## src/rtl/ssp_pkg.sv

```systemverilog
`timescale 1ns/1ps
package ssp_pkg;
   localparam int REG_W   = 8;
   localparam int ADDR_W  = 2;
   localparam int LEN_W   = 3;
   localparam logic [ADDR_W-1:0] A_CTRL = 2'd0;
   localparam logic [ADDR_W-1:0] A_DATA = 2'd1;
   localparam logic [ADDR_W-1:0] A_STAT = 2'd2;
   localparam int B_LSB    = 3;
   localparam int B_TXEN   = 4;
   localparam int B_RXEN   = 5;
   localparam int B_MASTER = 6;
   localparam int CTRL_W   = 7;

   typedef struct packed {
      logic             master;
      logic             rx_en;
      logic             tx_en;
      logic             lsb_first;
      logic [LEN_W-1:0] len_code;
   } ctrl_t;
endpackage

```

## src/rtl/ssp_regs.sv

```systemverilog
`timescale 1ns/1ps
module ssp_regs
   import ssp_pkg::*;
#(
   parameter int MAX_BITS = 8
) (
   input  logic                 clk,
   input  logic                 rst_n,
   input  logic [ADDR_W-1:0]    addr,
   input  logic                 wr_en,
   input  logic [REG_W-1:0]     wr_data,
   input  logic                 busy,
   input  logic [MAX_BITS-1:0]  rx_word,
   output ctrl_t                ctrl,
   output logic                 start,
   output logic [MAX_BITS-1:0]  tx_word,
   output logic [REG_W-1:0]     rd_data
);
   logic wr_ctrl;

   assign wr_ctrl = wr_en && (addr == A_CTRL) && !busy;
   assign start   = wr_en && (addr == A_DATA) && !busy;

   always_ff @(posedge clk or negedge rst_n) begin
      if (!rst_n) begin
         ctrl    <= '0;
         tx_word <= '0;
      end else begin
         if (wr_ctrl) ctrl <= ctrl_t'(wr_data[CTRL_W-1:0]);
         if (start)   tx_word <= wr_data[MAX_BITS-1:0];
      end
   end

   always_comb begin
      unique case (addr)
         A_CTRL:  rd_data = REG_W'(ctrl);
         A_DATA:  rd_data = REG_W'(rx_word);
         A_STAT:  rd_data = REG_W'(busy);
         default: rd_data = '0;
      endcase
   end
endmodule

```

## src/rtl/ssp_clkgen.sv

```systemverilog
`timescale 1ns/1ps
module ssp_clkgen #(
   parameter int SYNC_STAGES = 2
) (
   input  logic clk,
   input  logic rst_n,
   input  logic master,
   input  logic busy,
   input  logic tick,
   input  logic sclk_i,
   output logic sclk_o,
   output logic fall_stb,
   output logic rise_stb
);
   logic sclk_q;
   logic ext_now;
   logic ext_prev;
   logic m_fall, m_rise, s_fall, s_rise;

   // master: one toggle per tick during a transfer, idle high
   always_ff @(posedge clk or negedge rst_n) begin
      if (!rst_n)                sclk_q <= 1'b1;
      else if (!master)          sclk_q <= 1'b1;
      else if (busy && tick)     sclk_q <= ~sclk_q;
   end

   assign m_fall = master && busy && tick && sclk_q;
   assign m_rise = master && busy && tick && !sclk_q;

   // slave: synchronizer chain, depth chosen by parameter
   logic [SYNC_STAGES-1:0] sync_q;
   generate
      for (genvar s = 0; s < SYNC_STAGES; s++) begin : g_sync
         if (s == 0) begin : g_first
            always_ff @(posedge clk or negedge rst_n) begin
               if (!rst_n) sync_q[0] <= 1'b1;
               else        sync_q[0] <= sclk_i;
            end
         end else begin : g_next
            always_ff @(posedge clk or negedge rst_n) begin
               if (!rst_n) sync_q[s] <= 1'b1;
               else        sync_q[s] <= sync_q[s-1];
            end
         end
      end
   endgenerate

   assign ext_now = sync_q[SYNC_STAGES-1];

   always_ff @(posedge clk or negedge rst_n) begin
      if (!rst_n) ext_prev <= 1'b1;
      else        ext_prev <= ext_now;
   end

   assign s_fall = !master && ext_prev && !ext_now;
   assign s_rise = !master && !ext_prev && ext_now;

   assign sclk_o   = sclk_q;
   assign fall_stb = m_fall || s_fall;
   assign rise_stb = m_rise || s_rise;
endmodule

```

## src/rtl/ssp_shifter.sv

```systemverilog
`timescale 1ns/1ps
module ssp_shifter
   import ssp_pkg::*;
#(
   parameter int MAX_BITS = 8
) (
   input  logic                clk,
   input  logic                rst_n,
   input  logic                start,
   input  logic                fall_stb,
   input  logic                rise_stb,
   input  logic [LEN_W-1:0]    len_code,
   input  logic                lsb_first,
   input  logic                tx_en,
   input  logic                rx_en,
   input  logic                sdi,
   input  logic [MAX_BITS-1:0] tx_word,
   output logic                busy,
   output logic                done,
   output logic                sdo,
   output logic [MAX_BITS-1:0] rx_word
);
   localparam logic [LEN_W-1:0] TOP_IDX = LEN_W'(MAX_BITS - 1);

   logic [LEN_W-1:0]    idx;
   logic [LEN_W-1:0]    last_idx;
   logic [LEN_W-1:0]    rev_idx;
   logic [MAX_BITS-1:0] acc;
   logic [MAX_BITS-1:0] acc_next;
   logic                tx_bit;
   logic                sdo_q;

   // length code 0 means two bits; codes past the maximum are clamped
   always_comb begin
      if (len_code == '0)          last_idx = LEN_W'(1);
      else if (len_code > TOP_IDX) last_idx = TOP_IDX;
      else                         last_idx = len_code;
   end

   assign rev_idx = last_idx - idx;
   assign tx_bit  = lsb_first ? tx_word[idx] : tx_word[rev_idx];

   always_comb begin
      if (lsb_first) acc_next = acc | (MAX_BITS'(sdi) << idx);
      else           acc_next = {acc[MAX_BITS-2:0], sdi};
   end

   always_ff @(posedge clk or negedge rst_n) begin
      if (!rst_n) begin
         busy    <= 1'b0;
         done    <= 1'b0;
         idx     <= '0;
         acc     <= '0;
         sdo_q   <= 1'b1;
         rx_word <= '0;
      end else begin
         done <= 1'b0;
         if (start) begin
            busy <= 1'b1;
            idx  <= '0;
            acc  <= '0;
         end else if (busy) begin
            if (fall_stb && tx_en) sdo_q <= tx_bit;
            if (rise_stb) begin
               acc <= acc_next;
               if (idx == last_idx) begin
                  busy <= 1'b0;
                  done <= 1'b1;
                  if (rx_en) rx_word <= acc_next;
               end else begin
                  idx <= idx + 1'b1;
               end
            end
         end
      end
   end

   assign sdo = tx_en ? sdo_q : 1'b1;
endmodule

```

## src/rtl/sync_serial_port.sv

```systemverilog
`timescale 1ns/1ps
module sync_serial_port
   import ssp_pkg::*;
#(
   parameter int MAX_BITS    = 8,
   parameter int SYNC_STAGES = 2
) (
   input  logic              clk,
   input  logic              rst_n,
   input  logic              tick,
   input  logic [1:0]        addr,
   input  logic              wr_en,
   input  logic [7:0]        wr_data,
   output logic [7:0]        rd_data,
   input  logic              sclk_i,
   output logic              sclk_o,
   output logic              sclk_oe,
   input  logic              sdi,
   output logic              sdo,
   output logic              irq
);
   if (MAX_BITS < 2 || MAX_BITS > REG_W) begin : g_bad_bits
      $error("MAX_BITS must lie in 2..8");
   end
   if (SYNC_STAGES < 2) begin : g_bad_sync
      $error("SYNC_STAGES must be at least 2");
   end

   ctrl_t               ctrl;
   logic [CTRL_W-1:0]   ctrl_byte;
   logic                start, busy, fall_stb, rise_stb;
   logic [MAX_BITS-1:0] tx_word, rx_word;

   assign ctrl_byte = ctrl;
   assign sclk_oe   = ctrl.master;

   ssp_regs #(.MAX_BITS(MAX_BITS)) u_regs (
      .clk(clk), .rst_n(rst_n), .addr(addr), .wr_en(wr_en),
      .wr_data(wr_data), .busy(busy), .rx_word(rx_word),
      .ctrl(ctrl), .start(start), .tx_word(tx_word), .rd_data(rd_data)
   );

   ssp_clkgen #(.SYNC_STAGES(SYNC_STAGES)) u_clk (
      .clk(clk), .rst_n(rst_n), .master(ctrl.master), .busy(busy),
      .tick(tick), .sclk_i(sclk_i), .sclk_o(sclk_o),
      .fall_stb(fall_stb), .rise_stb(rise_stb)
   );

   ssp_shifter #(.MAX_BITS(MAX_BITS)) u_shift (
      .clk(clk), .rst_n(rst_n), .start(start), .fall_stb(fall_stb),
      .rise_stb(rise_stb), .len_code(ctrl.len_code),
      .lsb_first(ctrl.lsb_first), .tx_en(ctrl.tx_en), .rx_en(ctrl.rx_en),
      .sdi(sdi), .tx_word(tx_word), .busy(busy), .done(irq),
      .sdo(sdo), .rx_word(rx_word)
   );
endmodule

```

## config.mk

```make
export PLATFORM = sky130hd
export DESIGN_NAME = sync_serial_port
export DESIGN_NICKNAME = d
export VERILOG_FILES = /design/src/rtl/ssp_pkg.sv /design/src/rtl/ssp_regs.sv /design/src/rtl/ssp_clkgen.sv /design/src/rtl/ssp_shifter.sv /design/src/rtl/sync_serial_port.sv
export SDC_FILE = /design/constraint.sdc
export NUM_CORES = 1
export LEC_CHECK = 0
export BUFFER_PORTS_ARGS = -buffer_cell sky130_fd_sc_hd__buf_2
export CORE_MARGIN = 5
export CORE_UTILIZATION = 30
export DETAILED_ROUTE_END_ITERATION = 10
export GPL_TIMING_DRIVEN = 0
export PLACE_DENSITY_LB_ADDON = 0.25
export REMOVE_ABC_BUFFERS = 1
export SLEW_MARGIN = 20
export SYNTH_ARGS = -nofsm -noshare
export SYNTH_HDL_FRONTEND = slang
export SYNTH_SLANG_ARGS = --single-unit
```

## constraint.sdc

```tcl
create_clock -name clk -period 2.45 [get_ports clk]
set_input_delay 0.49 -clock clk [delete_from_list [all_inputs] [get_ports clk]]
set_output_delay 0.49 -clock clk [all_outputs]
set_load 0.01 [all_outputs]
```

Yosys cells after proc, flatten, opt, wreduce, memory -nomap -nowiden
Cells that the tools add are included.
- register bits: 41
- bits of input ports: 16
- add/subtract/negate cells: 2
- $lt $le $gt $ge: 3
- equal/unequal tests: 5
- shifts and indexed selects: 1
- multiplexer cells: 27
- bitwise gates (word level): 3
- reductions and logical operators: 29
- operators with widths (cell ; number):
    8-bit two-way mux ; 4
    8-bit case mux with 3 select lines ; 1
    3-bit two-way mux ; 6
    1-bit logical AND ; 14
    1-bit two-way mux ; 14
    3-bit by 4-bit less-than comparator with 1-bit output, second input constant ; 2
    8-bit bitwise OR ; 1
    1-bit by 3-bit left shift with 8-bit output ; 1
    1-bit binary-select mux with 3-bit select ; 2
    3-bit AND reduction ; 2
    1-bit logical NOT ; 5
    5-bit AND reduction ; 1
    2-bit nonzero test ; 2
    3-bit by 1-bit adder with 3-bit output, second input constant ; 1
    3-bit equality test ; 1
    3-bit > comparator, second input constant ; 1
    3-bit logical NOT ; 1
    3-bit subtractor ; 1
    2-bit by 1-bit equality test with 1-bit output, second input constant ; 1
    2-bit equality test, second input constant ; 1
    2-bit logical NOT ; 1
    1-bit logical OR ; 2
    2-bit by 1-bit inequality test with 1-bit output, second input constant ; 1
    2-bit inequality test, second input constant ; 1
    other kinds (2) ; 3

Depth between registers and ports, before layout
- word-level depth: 8
- gate-level depth with buffers: 8
- gate-level depth less buffers: 8

Cells and area by module
A second synthesis with hierarchy kept.
- cell total of the unflattened synthesis: 194
- area, all modules: 2204.6 um2
- modules (own cells, without submodules) (module ; instances ; cells each ; area an instance (um2) ; sequential area each (um2)):
    ssp_shifter ; 1 ; 131 ; 1327.5 ; 551.8
    ssp_regs ; 1 ; 51 ; 723.2 ; 375.4
    ssp_clkgen ; 1 ; 12 ; 153.9 ; 105.1

Least setup slack after synthesis
No wires, ideal clock.
- kind: reg-to-reg
- start: register u_regs.ctrl[2] (netlist name)
- end: register u_shift.sdo_q
- setup time: 77 ps
- arrival: 1841 ps
- data required time: 2373 ps
- setup slack: 531 ps
- cell stages (with the launch flop): 9
- period minus slack after synthesis: 1919 ps
- cells stage by stage: dfrtp_1 > nor2_1 > nor2_1 > ha_1 > fa_1 > mux4_2 > mux2i_1 > or2_2 > a31oi_1
- longest elaborated chain between the ends: 7
- elaborated cells between the ends (all ways): 8
- classes of those cells: add/sub (1); order compare (1); mux (5); reduce/logical (1)
- RTL lines (what ; RTL line ; RTL):
    3-bit > comparator ; ssp_shifter.sv:36 ; else if (len_code > TOP_IDX) last_idx = TOP_IDX;
    3-bit two-way mux ; ssp_shifter.sv:36 ;
    3-bit two-way mux (*) ; ssp_shifter.sv:35 ; if (len_code == '0) last_idx = LEN_W'(1);
    3-bit subtractor (*) ; ssp_shifter.sv:40 ; assign rev_idx = last_idx - idx;
    1-bit binary-select mux with 3-bit select (*) ; ssp_shifter.sv:41 ; assign tx_bit = lsb_first ? tx_word[idx] : tx_word[rev_idx];
    1-bit two-way mux (not written as such) (*) ; ssp_shifter.sv:41 ;
    1-bit two-way mux (*) ; ssp_shifter.sv:41 ;
    end signal: assignment ; ssp_shifter.sv:63 ; if (fall_stb && tx_en) sdo_q <= tx_bit;
    end: declaration ; ssp_shifter.sv:31 ; logic sdo_q;
Every way passes the cells marked *; elsewhere a longest branch is shown, timed or not. The select of a mux whose other input is x is not followed.
A chain may end at the register's enable or synchronous reset.

Worst setup path after layout
- start: register u_regs.ctrl[2] (netlist name)
- end: register u_shift.rx_word[1]
- longest elaborated chain between the ends: 5
- elaborated cells between the ends (all ways): 6
- classes of those cells: order compare (1); eq/ne (1); mux (2); reduce/logical (2)
- RTL lines (what ; RTL line ; RTL):
    3-bit > comparator ; ssp_shifter.sv:36 ;
    3-bit two-way mux ; ssp_shifter.sv:36 ;
    3-bit two-way mux (*) ; ssp_shifter.sv:35 ;
    3-bit equality test (*) ; ssp_shifter.sv:66 ; if (idx == last_idx) begin
    5-bit AND reduction (no line) (*) ; - ;
    end signal: assignment ; ssp_shifter.sv:69 ; if (rx_en) rx_word <= acc_next;
    end: declaration ; ssp_shifter.sv:21 ; output logic [MAX_BITS-1:0] rx_word
Every way passes the cells marked *; elsewhere a longest branch is shown, timed or not.

==> results.env <==
TIMING.CRITICAL_PATH.ARRIVAL_NS=2.32
MIN-DELAY-PATH-CLASS='in2reg'
LIST_OF_MOST_FREQUENT_POST_SYNTHESIS_CELLS='36 x dfrtp_1, 29 x nand2_1, 20 x nor2_1'
DETAIL_ROUTE.DRC_VIOLATIONS=0
CLOCK_SINK_COUNT=41
SETUP_SLACK_OF_THE_CRITICAL_PATH_AFTER_LAYOUT_NS=0.315
NUM-NETS-FINAL=252
ANTENNA-DIODE-COUNT=0
LAYOUTNONFILLERINSTCOUNT=332
CRITPATHMAXSTAGEDELAY_NS=0.47
DRT-TOTAL-WL_UM=5110
CTS_MAX_LEVEL=2
RSZ0062_AT_GRT='false'
SLOWEST_STAGE='dfrtp_1'
CRITICAL_PATH_REQUIRED_NS=2.64
CTS_MADE_BUFFERS=5
PATH_MAX_FANOUT=7
CLOCK-SKEW-FINAL_NS=0.0109
CTSHOLDBUFFERS=0
SHARE_OF_FLIP_FLOPS_WITH_AN_ASYNCHRONOUS_SET_OR_RESET_AFTER_SYNTHESIS_PCT=100
DOMINANTREGCELLSYNTH='dfrtp_1'
PATH_CELLS='nor2_1 > nor2_1 > ha_1 > nand2_1 > a211oi_2 > nand3_2 > mux2_2'
WORST_PIN_SLEW_NS=1.02
DIE_X_UM=95.0
AVGVIACOUNTPERCELL=4.91
RELSLEWSLACK_PCT=31.6
CRIT_TYPE='reg2reg'
DPL_WORST_SLACK_NS=0.254
POST_CTS_REPAIR_TIMING_SETUP_BUFFER_COUNT=0
SETUP_TOTAL_NEGATIVE_SLACK_NS=0
MAX_CAP_VIOL_COUNT=0
TIMING.CRITICAL_PATH.FROM_TYPE='flop'
PLACED_CELLS_INCL_TAPS=324
FILLER_CELL_COUNT=757
POST_DETAIL_PLACE_HPWL_UM=3600
TIMING_HOLD_VIOLATIONS_FINAL=0
INSERTION_DELAY_NS=0.29
INITIAL_UTILIZATION_PCT=30.4
VIAS_IN_THE_FIRST_GLOBAL_ROUTE=1598
POST_SYNTH_INSTANCE_AREA_UM2=2170
SETUP_VIOL=0
STD_CELL_ROWS=31
SYNTH_MOST_COMMON_CELL='dfrtp_1'
RUN_STATUS='finished clean'
AREA.SEQUENTIAL_UM2=1030
SYN_INST=209
CLOCK.FMAX_MHz=468
ITERATION_0_DRC_MARKERS=93
POWER.DENSITY_nW_PER_UM2=1200
GRT_MAX_DEGREE=42
DR_TOTAL_VIAS=1629
GRT_PASS1_WL_UM=8500
SYNTHDOMINANTCELLAREASHARE_PCT=41.5
NUM_IO_PINS=28
POST_ROUTE_CELLS_DRIVE_ABOVE_1_SHARE_PCT=28.8
SYNTH_SEQUENTIAL_AREA_RATIO_PCT=47.6
NETLIST.TOP_CELL.BY_AREA='dfrtp_1'
MINIMUM_CLOCK_PERIOD_NS=2.13
PEAK_SUPPLY_DROP_uV=325
FINALPOWER_W=0.00297
DETAIL_ROUTE.FIRST_PASS.ITERATIONS=4
CRITICAL_PATH_BUF_INV_COUNT=0
PART_OF_THE_CYCLE_THE_WORST_PATH_NEEDS_PCT=87.1
GLOBAL_ROUTE.OVERFLOW_TOTAL=0
DIE_AREA_UM2=9030
CPMOSTUSEDCELL='nor2_1'
YS_SEQ_ELEMENTS=41
CTS_BUFFER_DEPTH=2
GP_CONGESTION=0.790
MEAN_SYN_CELL_AREA_UM2=10.4
FINALMAXSLEWVIOLATIONS=0
ANTENNA_FOUND_INITIAL=0
MULTIINPUTGATEAREA_UM2=1050
TRITONCTS='done'
AREA_GROWTH_SYN_TO_LAYOUT_PCT=14.1
SYNTH_AREA_LEADERS='dfrtp_1 42%, mux2_2 7.8%, dfstp_2 6.1%, mux2i_1 5.5%, nand2_1 5.0%'
PORT_BUFFERS=27
SETUP.WORST_PATH.END_CLASS='flop'
DIE_HEIGHT_UM=95.0
CRIT_FAMILY='simple AND/OR/NAND/NOR gates'
COREAREA_UM2=7140
CTS_ROOT_BUF='clkbuf_8'
DRT.ANTENNA.VIOLATING_NETS=0
YOSYS_WARNINGS=0
P_LEAK_nW=1.16
SYNTH.LIB_CELLS_USED.DISTINCT=44
POST_DRT_WL_PER_CELL_UM=15.4
GRT_USE_TOTAL_PCT=12.4
CTS.CLK_SLEW.WORST_PATHS_NS=0.08
POST_CTS_RESIZED=0
SYNTH-EDFF-COUNT=0
-- area by class of cell --
type	instances	share of cell area, %
inverter	11	1.67
multi-input combinational	145	42.2
timing repair buffer	28	5.76
tap	99	5.00
clock buffer	8	3.64
sequential	41	41.7
-- per-layer routing --
layer  vias up  track usage [%]  routed length (um)
met5         -                0                   0
met4         0             4.33                  24
met3         2             3.47                 253
met2        34             19.0                2430
met1       809             16.9                2400
li1        784                -                   -
-- state kept, by name (all words and copies together) (netlist names) --
signal and count:
u_shift.idx 3, u_regs.ctrl 7, u_shift.rx_word 8, u_clk.sclk_o 1
u_shift.busy 1, u_regs.tx_word 8, u_clk.sync_q 1, u_clk.ext_prev 1
u_shift.acc 8, u_shift.done 1, u_clk.ext_now 1, u_shift.sdo_q 1
-- worst reg2reg max path: cells and delay by family (launching register included) --
kind / cells / cell delay (ns)
AOI/OAI and AO/OA: 1 / 0.28
muxes: 1 / 0.36
and+or+nand+nor: 4 / 0.57
DFF: 1 / 0.47
adders and majority gates: 1 / 0.36
-- metrics by stage --
step           area [um^2]  hold WS [ns]  utilization (%)
2_1_floorplan         2120         0.194                -
5_1_grt               2480         0.280             34.7
3_5_place_dp          2390         0.348             33.4
6_report              2480         0.294             34.7
4_1_cts               2480         0.282             34.7
3_3_place_gp          2380         0.351             33.3
-- final timing paths --
check | to | cells past startpoint | slack (ns) | from
min in group asynchronous | u_regs.ctrl[6]$_DFFE_PN0P_ | 1 | 0.34 | rst_n
min | u_clk.sync_q[0]$_DFF_PN1_ | 1 | 0.29 | sclk_i
min reg2reg | u_clk.ext_now$_DFF_PN1_ | 0 | 0.36 | u_clk.sync_q[0]$_DFF_PN1_
max reg2reg | u_shift.rx_word[1]$_DFFE_PN0P_ | 7 | 0.32 | u_regs.ctrl[2]$_DFFE_PN0P_
max | u_shift.rx_word[1]$_DFFE_PN0P_ | 7 | 0.32 | u_regs.ctrl[2]$_DFFE_PN0P_
max in group asynchronous | u_regs.tx_word[4]$_DFFE_PN0P_ | 1 | 1.52 | rst_n
-- logic make-up (layout without fill, tap and decap cells) --
logic type      count (synthesis)  in the layout  share of synthesized area, %
xor+xnor                        3              3                          1.85
simple gates                   71             71                          15.9
flops                          41             41                          47.6
compound gates                 37             37                          11.4
fa+ha+maj                       4              4                          2.65
buf+inv                        23             47                          4.21
mux                            30             30                          16.4
-- power by group --
group          leakage, nW  internal (W)  total [W]  switching [W]
clock               0.0455      0.000230   0.000458       0.000228
sequential           0.508      0.000966    0.00134       0.000370
combinational        0.608      0.000628    0.00118       0.000547
-- cell usage in the layout, fill, tap and decap left out, types with 2 or more instances in the layout --
master and instances:
dfrtp_1 36, inv_1 11, buf_2 27, and3_1 2, dfstp_2 5, clkbuf_8 6
mux2i_1 12, a31oi_1 8, ha_1 3, a31o_2 3, nor2_1 20, o31ai_1 2
nand3_1 5, nand4_1 3, o21ai_0 6, a41oi_1 2, mux4_2 3, clkbuf_1 2
mux2_2 15, a211oi_1 3, a21oi_1 6, nand2_1 29
Note: power is estimated with default switching activity, not from simulation.
